==> src/rtl/lim_pkg.sv <==
package lim_pkg;
  localparam int unsigned PAYLOAD_W = 24;
  localparam int unsigned CRC_W     = 8;
  localparam logic [CRC_W-1:0] CRC_POLY = 8'h07;

  localparam int unsigned NUM_SRC  = 4;
  localparam int unsigned ST_PEC   = 0;
  localparam int unsigned ST_OT    = 1;
  localparam int unsigned ST_OPEN  = 2;
  localparam int unsigned ST_SHORT = 3;

  typedef enum logic [1:0] {
    TMO_5MS   = 2'd0,
    TMO_10MS  = 2'd1,
    TMO_100MS = 2'd2,
    TMO_200MS = 2'd3
  } tmo_sel_e;
endpackage

==> src/rtl/lim_frame_check.sv <==
module lim_frame_check #(
  parameter int unsigned PAY_W = 24,
  parameter int unsigned CHK_W = 8,
  parameter logic [CHK_W-1:0] POLY = 8'h07
) (
  input  logic             clk,
  input  logic             rst_n,
  input  logic             frame_start,
  input  logic             bit_vld,
  input  logic             bit_val,
  input  logic             frame_end,
  input  logic             pec_en,
  output logic             wr_vld,
  output logic [PAY_W-1:0] wr_data,
  output logic             pec_err
);
  localparam int unsigned FRAME_W = PAY_W + CHK_W;
  localparam int unsigned CNT_W   = $clog2(FRAME_W + 2);
  localparam logic [CNT_W-1:0] CNT_SAT  = CNT_W'(FRAME_W + 1);
  localparam logic [CNT_W-1:0] LEN_PEC  = CNT_W'(FRAME_W);
  localparam logic [CNT_W-1:0] LEN_RAW  = CNT_W'(PAY_W);

  logic [FRAME_W-1:0] shreg_q, shreg_d;
  logic [CHK_W-1:0]   crc_q, crc_d, crc_step;
  logic [CNT_W-1:0]   cnt_q, cnt_d;
  logic               fb;
  logic               good, bad;
  logic [PAY_W-1:0]   pay_sel;

  // one serial step of the CRC register, MSB first
  always_comb begin
    fb       = crc_q[CHK_W-1] ^ bit_val;
    crc_step = {crc_q[CHK_W-2:0], 1'b0} ^ (fb ? POLY : '0);
  end

  always_comb begin
    shreg_d = shreg_q;
    crc_d   = crc_q;
    cnt_d   = cnt_q;
    if (frame_start) begin
      shreg_d = '0;
      crc_d   = '0;
      cnt_d   = '0;
    end else if (bit_vld) begin
      shreg_d = {shreg_q[FRAME_W-2:0], bit_val};
      if (cnt_q < LEN_RAW) crc_d = crc_step;
      if (cnt_q != CNT_SAT) cnt_d = cnt_q + 1'b1;
    end
  end

  always_comb begin
    if (pec_en) begin
      good    = (cnt_q == LEN_PEC) && (shreg_q[CHK_W-1:0] == crc_q);
      bad     = !good;
      pay_sel = shreg_q[FRAME_W-1:CHK_W];
    end else begin
      good    = (cnt_q == LEN_RAW);
      bad     = 1'b0;
      pay_sel = shreg_q[PAY_W-1:0];
    end
  end

  always_ff @(posedge clk or negedge rst_n) begin
    if (!rst_n) begin
      shreg_q <= '0;
      crc_q   <= '0;
      cnt_q   <= '0;
      wr_vld  <= 1'b0;
      pec_err <= 1'b0;
      wr_data <= '0;
    end else begin
      shreg_q <= shreg_d;
      crc_q   <= crc_d;
      cnt_q   <= cnt_d;
      wr_vld  <= frame_end && good;
      pec_err <= frame_end && bad;
      if (frame_end && good) wr_data <= pay_sel;
    end
  end
endmodule

==> src/rtl/lim_watchdog.sv <==
module lim_watchdog #(
  parameter int unsigned TICKS_PER_MS = 100000
) (
  input  logic       clk,
  input  logic       rst_n,
  input  logic       en,
  input  logic [1:0] sel,
  input  logic       restart,
  input  logic       clr,
  output logic       alert
);
  import lim_pkg::*;
  localparam int unsigned LIM_MAX = 200 * TICKS_PER_MS;
  localparam int unsigned CNT_W   = $clog2(LIM_MAX + 2);
  localparam logic [CNT_W-1:0] LIM0 = CNT_W'(5   * TICKS_PER_MS);
  localparam logic [CNT_W-1:0] LIM1 = CNT_W'(10  * TICKS_PER_MS);
  localparam logic [CNT_W-1:0] LIM2 = CNT_W'(100 * TICKS_PER_MS);
  localparam logic [CNT_W-1:0] LIM3 = CNT_W'(LIM_MAX);

  logic [CNT_W-1:0] cnt_q, cnt_d, limit;
  logic             alert_d;
  logic             reached;

  always_comb begin
    unique case (tmo_sel_e'(sel))
      TMO_5MS:   limit = LIM0;
      TMO_10MS:  limit = LIM1;
      TMO_100MS: limit = LIM2;
      default:   limit = LIM3;
    endcase
  end

  assign reached = (cnt_q >= limit);

  always_comb begin
    cnt_d = cnt_q;
    if (restart || !en)  cnt_d = '0;
    else if (!reached)   cnt_d = cnt_q + 1'b1;

    alert_d = alert;
    if (clr)                alert_d = 1'b0;
    else if (en && reached) alert_d = 1'b1;
  end

  always_ff @(posedge clk or negedge rst_n) begin
    if (!rst_n) begin
      cnt_q <= '0;
      alert <= 1'b0;
    end else begin
      cnt_q <= cnt_d;
      alert <= alert_d;
    end
  end
endmodule

==> src/rtl/lim_fault_agg.sv <==
module lim_fault_agg #(
  parameter int unsigned N = 4
) (
  input  logic         clk,
  input  logic         rst_n,
  input  logic [N-1:0] src,
  input  logic         rd,
  output logic [N-1:0] status,
  output logic         fault_pull
);
  logic [N-1:0] st_d;

  for (genvar i = 0; i < N; i++) begin : g_bit
    always_comb st_d[i] = src[i] | (status[i] & ~rd);

    always_ff @(posedge clk or negedge rst_n) begin
      if (!rst_n) status[i] <= 1'b0;
      else        status[i] <= st_d[i];
    end
  end

  assign fault_pull = |status;
endmodule

==> src/rtl/link_integrity_monitor.sv <==
module link_integrity_monitor #(
  parameter int unsigned TICKS_PER_MS = 100000
) (
  input  logic                          clk,
  input  logic                          rst_n,
  input  logic                          sync_fall,
  input  logic                          bit_vld,
  input  logic                          bit_val,
  input  logic                          frame_end,
  input  logic                          pec_en,
  input  logic                          wdt_en,
  input  logic [1:0]                    wdt_sel,
  input  logic                          chan_cur_mode,
  input  logic                          ot_flag,
  input  logic                          open_flag,
  input  logic                          short_flag,
  input  logic                          status_rd,
  output logic                          wr_vld,
  output logic [lim_pkg::PAYLOAD_W-1:0] wr_data,
  output logic                          pec_err,
  output logic                          alert,
  output logic                          fault_pull,
  output logic [lim_pkg::NUM_SRC-1:0]   status
);
  import lim_pkg::*;

  logic [NUM_SRC-1:0] src;

  always_comb begin
    src           = '0;
    src[ST_PEC]   = pec_err;
    src[ST_OT]    = ot_flag;
    src[ST_OPEN]  = open_flag & chan_cur_mode;
    src[ST_SHORT] = short_flag & ~chan_cur_mode;
  end

  lim_frame_check #(
    .PAY_W (PAYLOAD_W),
    .CHK_W (CRC_W),
    .POLY  (CRC_POLY)
  ) u_frame (
    .clk         (clk),
    .rst_n       (rst_n),
    .frame_start (sync_fall),
    .bit_vld     (bit_vld),
    .bit_val     (bit_val),
    .frame_end   (frame_end),
    .pec_en      (pec_en),
    .wr_vld      (wr_vld),
    .wr_data     (wr_data),
    .pec_err     (pec_err)
  );

  lim_watchdog #(
    .TICKS_PER_MS (TICKS_PER_MS)
  ) u_wdt (
    .clk     (clk),
    .rst_n   (rst_n),
    .en      (wdt_en),
    .sel     (wdt_sel),
    .restart (sync_fall),
    .clr     (wr_vld),
    .alert   (alert)
  );

  lim_fault_agg #(
    .N (NUM_SRC)
  ) u_fault (
    .clk        (clk),
    .rst_n      (rst_n),
    .src        (src),
    .rd         (status_rd),
    .status     (status),
    .fault_pull (fault_pull)
  );
endmodule

==> config.mk <==
export PLATFORM = sky130hd
export DESIGN_NAME = link_integrity_monitor
export DESIGN_NICKNAME = d
export VERILOG_FILES = /design/src/rtl/lim_pkg.sv /design/src/rtl/lim_frame_check.sv /design/src/rtl/lim_watchdog.sv /design/src/rtl/lim_fault_agg.sv /design/src/rtl/link_integrity_monitor.sv
export SDC_FILE = /design/constraint.sdc
export NUM_CORES = 1
export LEC_CHECK = 0
export BUFFER_PORTS_ARGS = -buffer_cell sky130_fd_sc_hd__buf_2
export CAP_MARGIN = 0
export CORE_UTILIZATION = 37
export DETAILED_ROUTE_END_ITERATION = 16
export PLACE_DENSITY_LB_ADDON = 0.08
export SETUP_SLACK_MARGIN = 0.3
export SLEW_MARGIN = 20
export SYNTH_ARGS = -nofsm -noshare
export SYNTH_HDL_FRONTEND = slang
export SYNTH_SLANG_ARGS = --single-unit
==> constraint.sdc <==
create_clock -name clk -period 7.4 [get_ports clk]
set_input_delay 1.11 -clock clk [delete_from_list [all_inputs] [get_ports clk]]
set_output_delay 1.11 -clock clk [all_outputs]
set_load 0.01 [all_outputs]
==> results.md, run 1 <==
- TritonRoute pass-1 iters: 5
- Global-route wire length before repair: 19200 um
- Initial antenna violation count: 0
- Worst Skew: 0.00850 ns
- Yosys top cell area share: between 40% and 50%
- Max frequency: about 260 MHz
- HP Start: u_frame.wr_vld
- Mapped Area: roughly 5300 um^2
- Starting density of the core: between 30% and 40%
- Reg-to-reg slack, setup: 4.49 ns
- Max Cap Viol: 0
- Critical-path top delay cell: or3_4
- Status: complete, no violations
- NetSw: 0.000279 W
- Detailed-route via count: just under 4k
- Number of global-route vias before repair: 3652
- Nets: approximately 600
- Syn Area/Cell: 10.1 um^2
- Worst stage delay on the critical path: 0.54 ns
- Yosys reg bits: 102
- Internal power: 0.000903 W
- Post-route antenna net violation count: 0
- Crit-path cells: buf_2, inv_1, ha_1, inv_1, ha_1, nand2_1, o21ai_1, a211o_1, or2_1, or3_4, or4_1, a21oi_1
- Worst relative slew slack: 29.9%
- Site row count: 43
- CP max FO: 32
- # hold bufs at CTS: 0
- Reg2Reg Depth: 8
- Sink Count: 102
- Remaining DRCs: 0
- Layout area overhead: 13.9%
- Final period util: 52.3%
- Cells after synthesis: 522
- Pwr per Cell Area: a little under 200 nW/um^2
- CTS HTree Levels: 3
- Die area: about 15000 um^2
- Post-CTS Repair Setup Buffers: 0
- CTS clk-pin slew, worst paths: 0.07 ns
- Worst Hold Path Cells: 1
- Number of synthesized flops with an enable pin: 0
- Crit Path Class: primary input to register
- Yosys top cell by area: dfrtp_1
- Reg power frac: 48.9%
- Post-CTS resize count: 0
- Hold worst-path end: u_wdt.alert
- PortBufs: 46
- Worst-skew pair later-pin latency: approximately 0.35 ns
- Chip Height: 121 um
- Dpl hpwl: 7830 um
- Startpoint Class: primary input
- Pin count of the biggest net entering global routing: 82
- Leakage dissipation: 2.89 nW
- Average vias per placed instance: 5.22
- GRT Total Usage: 17.0%
- Routed WL per cell: 15.5 um
- Clock network power share: a little over two fifths
- RSZ-0062 raised after global routing: false
- Crit path DAT: 4.12 ns
- Routed WL: 11500 um
- CP required: roughly 7.7 ns
- Sw Share: 23.6%
- Ant. Diodes: 0
- Final Hold Fails: 0
- CTS Buffer Depth: 2
- Top-count cell post-synth: dfrtp_1
- YS warnings: 0
- Setup WS pre-CTS: 3.18 ns
- Top_reg_cell synth: dfrtp_1
- Num CTS Buffers: 9
- HP Class: register to register
- 1st-iter DRT viols: 170
- Die Wd: around 120 um
- Synth unique cells: 44
- Top cells by area, synth: dfrtp_1 48%, mux2i_1 11%, ha_1 6.4%
- Setup TNS Final: 0 ns
- GPL Wtd Cong: 0.847
- Layout cells sized above 1: 12.1%
- Post-synth net total: 564
- Clock root buffer master: clkbuf_16
- Pins Over Slew Limit: 0
- R2r startpoint: u_wdt.cnt_q[20]
- VDD IR-drop max: 0.000120 V
- Floorplan core area: 13900 um^2
- Time the worst path needs with I/O delays and setup: 3.87 ns
- Post-synthesis async set-or-reset flop share: 100%
- GRT overflow: 0
- Worst reg2reg path endpoint: u_wdt.cnt_q[12]
- Final setup vio count: 0
- Worst-Margin Slew: 1.05 ns
- Worst Slack Setup Final: between 3 and 4 ns
- Sequential fraction of the synthesis area: 48.5%
- Most frequent cells after synthesis: 102 x dfrtp_1, 75 x nor2_1, 59 x mux2i_1, 46 x a21oi_1, 27 x ha_1
- Io pins: 47
- TritonCTS clock tree: yes
- Logic pwr share: 7.7%
- Critical Path Sink Type: register
area by class of cell:
class | count | area (um^2)
clock buffer | 10 | 229
clock inverter | 6 | 93.8
fill | 1360 | 7890
inverter | 24 | 90.1
multi-input combinational | 372 | 2530
sequential | 102 | 2550
tap | 180 | 225
timing repair buffer | 48 | 272
registers in the layout (all words and copies together) (netlist names):
register / cells
u_frame.cnt_q: 6
u_frame.wr_data: 24
u_frame.shreg_q: 32
u_wdt.alert: 1
u_frame.crc_q: 8
u_frame.pec_err: 1
u_fault.status: 4
u_frame.wr_vld: 1
u_wdt.cnt_q: 25
worst max path at each step:
stage               cells after the start       start  slack (ns)              end
detailed placement                     12  wdt_sel[1]        3.18  u_wdt.cnt_q[12]
finish                                 12  wdt_sel[1]        3.53  u_wdt.cnt_q[12]
CTS                                    12  wdt_sel[1]        3.56  u_wdt.cnt_q[12]
global route                           12  wdt_sel[1]        3.36   u_wdt.cnt_q[4]
floorplan                              13  wdt_sel[1]        3.66   u_wdt.cnt_q[9]
global placement                       12  wdt_sel[1]        3.30  u_wdt.cnt_q[12]
cell usage in the layout, fill, tap and decap left out, drive strengths merged, types with 2 or more instances in the layout:
cell type / n
dfrtp: 102
nor2: 75
mux2i: 59
buf: 48
a21oi: 46
ha: 27
inv: 25
nand2: 24
o21ai: 14
or4: 13
xor2: 13
nand3: 10
o31ai: 10
clkbuf: 10
nor4: 8
nand4: 8
a22o: 7
xnor2: 6
or3: 6
nand2b: 5
and3: 5
o21a: 4
a211oi: 3
nor3: 3
a31o: 3
nor2b: 3
a21o: 2
and4b: 2
and4: 2
and2: 2
o211ai: 2
bufinv: 2
clkinv: 2
critical path: cells and delay by family:
family / cells / cell delay, ns
AO/OA/AOI/OAI: 3 / 0.55
adder cells (fa/ha/maj): 2 / 0.71
buffers and inverters: 3 / 0.35
AND/OR/NAND/NOR: 4 / 1.40
cells by family (layout without fill, tap and decap cells):
group	Yosys count	after routing	share of synthesized area (%)
flip-flops	102	102	48.5
AND/OR/NAND/NOR	172	172	16.3
XOR/XNOR	19	19	3.16
AO/OA/AOI/OAI	95	95	10.9
adder cells (fa/ha/maj)	27	27	6.41
multiplexers	59	59	11.2
buffers and inverters	48	88	3.56
power groups by stage:
stage | clock network, W | logic [W] | registers (W)
2_1_floorplan | 0 | 0.0000500 | 0.000593
3_3_place_gp | 0 | 0.0000918 | 0.000589
3_5_place_dp | 0 | 0.0000925 | 0.000590
4_1_cts | 0.000534 | 0.0000927 | 0.000579
5_1_grt | 0.000550 | 0.000103 | 0.000580
6_report | 0.000513 | 0.0000909 | 0.000579
layer usage:
metal / wire (um) / vias up / track usage (%)
met4: 148 / 0 / 5.86
met2: 5140 / 58 / 25.8
li1: - / 1921 / -
met3: 445 / 13 / 3.62
met1: 5750 / 1879 / 23.8
met5: 0 / - / 0
through the flow:
stage	utilization (%)	hold WS [ns]	instance area, um^2	instances	total power [W]
2_1_floorplan	-	0.463	5270	522	0.000643
4_1_cts	43.0	0.473	5960	741	0.00121
3_5_place_dp	40.6	0.456	5640	725	0.000682
5_1_grt	43.2	0.476	6000	742	0.00123
6_report	43.2	0.460	6000	742	0.00118
3_3_place_gp	40.6	0.438	5640	725	0.000681
Power figures use the tool's default switching activity.
==> inputs of run 2 (changes only) <==
- clock period: 7.4 -> 4 ns (I/O delays scaled with it)
==> results.md, run 2 (synthesis gave the netlist of run 1 again) <==
- CTS clk-pin slew, worst paths: ~0.070 ns
- Setup TNS Final: 0 ns
- GPL Wtd Cong: 0.814
- HP Class: primary input to async pin
- Pins Over Slew Limit: 0
- CTS HTree Levels: 3
- NetSw: 0.000529 W
- Nets: 603
- Worst reg2reg path endpoint: u_wdt.cnt_q[12]
- Sw Share: around 25%
- CP required: ~4.3 ns
- Detailed-route via count: around 3.9k
- 1st-iter DRT viols: 213
- Layout cells sized above 1: 12.7%
- VDD IR-drop max: about 0.00017 V
- Worst-skew pair later-pin latency: ~0.35 ns
- GRT Total Usage: between 10% and 20%
- Average vias per placed instance: approximately 5.2
- Final setup vio count: 0
- Post-CTS resize count: 0
- Worst Slack Setup Final: roughly 0.64 ns
- Critical-path top delay cell: or3_4
- Worst relative slew slack: 33.0%
- Routed WL per cell: 15.9 um
- Reg2Reg Depth: 8
- # hold bufs at CTS: 0
- Initial antenna violation count: 0
- Routed WL: 11800 um
- Buffer and inverter count on the worst path: 3
- Clock root buffer master: clkbuf_16
- GRT overflow: 0
- Starting density of the core: 37.9%
- Final Hold Fails: 0
- Status: complete, no violations
- Number of global-route vias before repair: 3869
- Global-route wire length before repair: 20000 um
- CP max FO: 32
- Internal power: ~0.0016 W
- Ant. Diodes: 0
- Startpoint Class: primary input
- Crit path DAT: 3.61 ns
- Max frequency: 298 MHz
- Worst Skew: 0.00622 ns
- RSZ-0062 raised after global routing: false
- Remaining DRCs: 0
- CTS Buffer Depth: 2
- Die Wd: 121 um
- Crit-path cells: buf_2, inv_1, ha_1, inv_1, ha_1, nand2_1, o21ai_1, a211o_1, or2_1, or3_4, or4_1, a21oi_1
- Cell Count Post-Placement: 730
- Setup WS pre-CTS: 0.285 ns
- Reg-to-reg slack, setup: between 1 and 1.5 ns
- PortBufs: 46
- Biggest regs: u_frame.shreg_q: 32 flops, u_wdt.cnt_q: 25 flops, u_frame.wr_data: 24 flops
- Floorplan core area: about 14000 um^2
- Pwr per Cell Area: around 350 nW/um^2
- TritonCTS clock tree: yes
- Post-route antenna net violation count: 0
- TritonRoute pass-1 iters: 4
- Leakage dissipation: about 2.9 nW
- Time the worst path needs with I/O delays and setup: 3.36 ns
- Io pins: 47
- Max reg flops: 32
- Most common cell after layout, fill and taps aside: dfrtp_1
- Post-route insts no fill: 745
- Clock network power share: 40.7%
- Crit Path Class: primary input to register
- Post-CTS Repair Setup Buffers: 0
- Critical Path Sink Type: register
- Most frequent cells in the layout: 102 x dfrtp_1, 75 x nor2_1, 59 x mux2i_1, 46 x a21oi_1, 45 x buf_2
- CP top delay family: simple AND/OR/NAND/NOR gates
- Chip Height: 121 um
- Die area: 14700 um^2
- Hold WS: 0.291 ns
- Max Cap Viol: 0
- Dpl hpwl: 8210 um
- Reg power frac: about half
- Total power: 0.00209 W
- Pin count of the biggest net entering global routing: 55
- Logic pwr share: 8.1%
- Worst-Margin Slew: 1.00 ns
- Worst stage delay on the critical path: approximately 0.54 ns
- Num CTS Buffers: 9
- Site row count: 43
- Fill count: 1352
- Layout area overhead: 13.2%
- Final period util: ~84%
- R2r startpoint: u_wdt.cnt_q[18]
- Top reg by flops: u_frame.shreg_q
- Sink Count: 102
run 2: cell count changes in the layout (fill, tap and decap cells not counted), sizes merged:
| cell | change |
|---|---|
| clkinv | -1 |
| inv | +1 |
| clkinvlp | +1 |
| buf | +4 |
| bufinv | -2 |
run 2: cell type report:
type | count | area [um^2] | share of cell area (%)
Sequential cell | 102 | 2550 | 42.8
Inverter | 24 | 90.1 | 1.51
Tap cell | 180 | 225 | 3.78
Timing Repair Buffer | 52 | 278 | 4.66
Multi-Input combinational cell | 372 | 2530 | 42.5
Clock buffer | 10 | 239 | 4.01
Clock inverter | 5 | 43.8 | 0.735
run 2: power groups by stage:
stage / Combinational, W / Sequential [W] / Clock (W)
finish: 0.000168 / 0.00107 / 0.000851
global route: 0.000192 / 0.00107 / 0.000914
CTS: 0.000172 / 0.00107 / 0.000878
detailed placement: 0.000172 / 0.00109 / 0
global placement: 0.000170 / 0.00109 / 0
floorplan: 0.0000926 / 0.00110 / 0
run 2: worst max-delay path by stage:
stage                           from              end  depth (start not counted)
final                     wdt_sel[1]  u_wdt.cnt_q[12]                         12
after global routing      wdt_sel[1]  u_wdt.cnt_q[12]                         12
after CTS                 wdt_sel[1]  u_wdt.cnt_q[12]                         12
after detailed placement  wdt_sel[1]  u_wdt.cnt_q[12]                         12
after global placement    wdt_sel[1]  u_wdt.cnt_q[12]                         12
after floorplan           wdt_sel[1]   u_wdt.cnt_q[9]                         13
run 2: routing by layer:
| layer | up-vias | track usage [%] | part of all wire, % | wire, um |
|---|---|---|---|---|
| met4 | 0 | 6.02 | 0.99 | 117 |
| met1 | 1918 | 25.2 | 51 | 5980 |
| met5 | - | 0 | 0 | 0 |
| met2 | 52 | 26.1 | 45 | 5350 |
| met3 | 7 | 3.48 | 3.3 | 386 |
| li1 | 1930 | - | - | - |
run 2: through the flow:
step / instance area (um^2) / utilization (%)
6_report: 5960 / 43.0
5_1_grt: 5960 / 43.0
4_1_cts: 5960 / 43.0
2_1_floorplan: 5270 / -
3_5_place_dp: 5680 / 40.9
3_3_place_gp: 5680 / 40.9
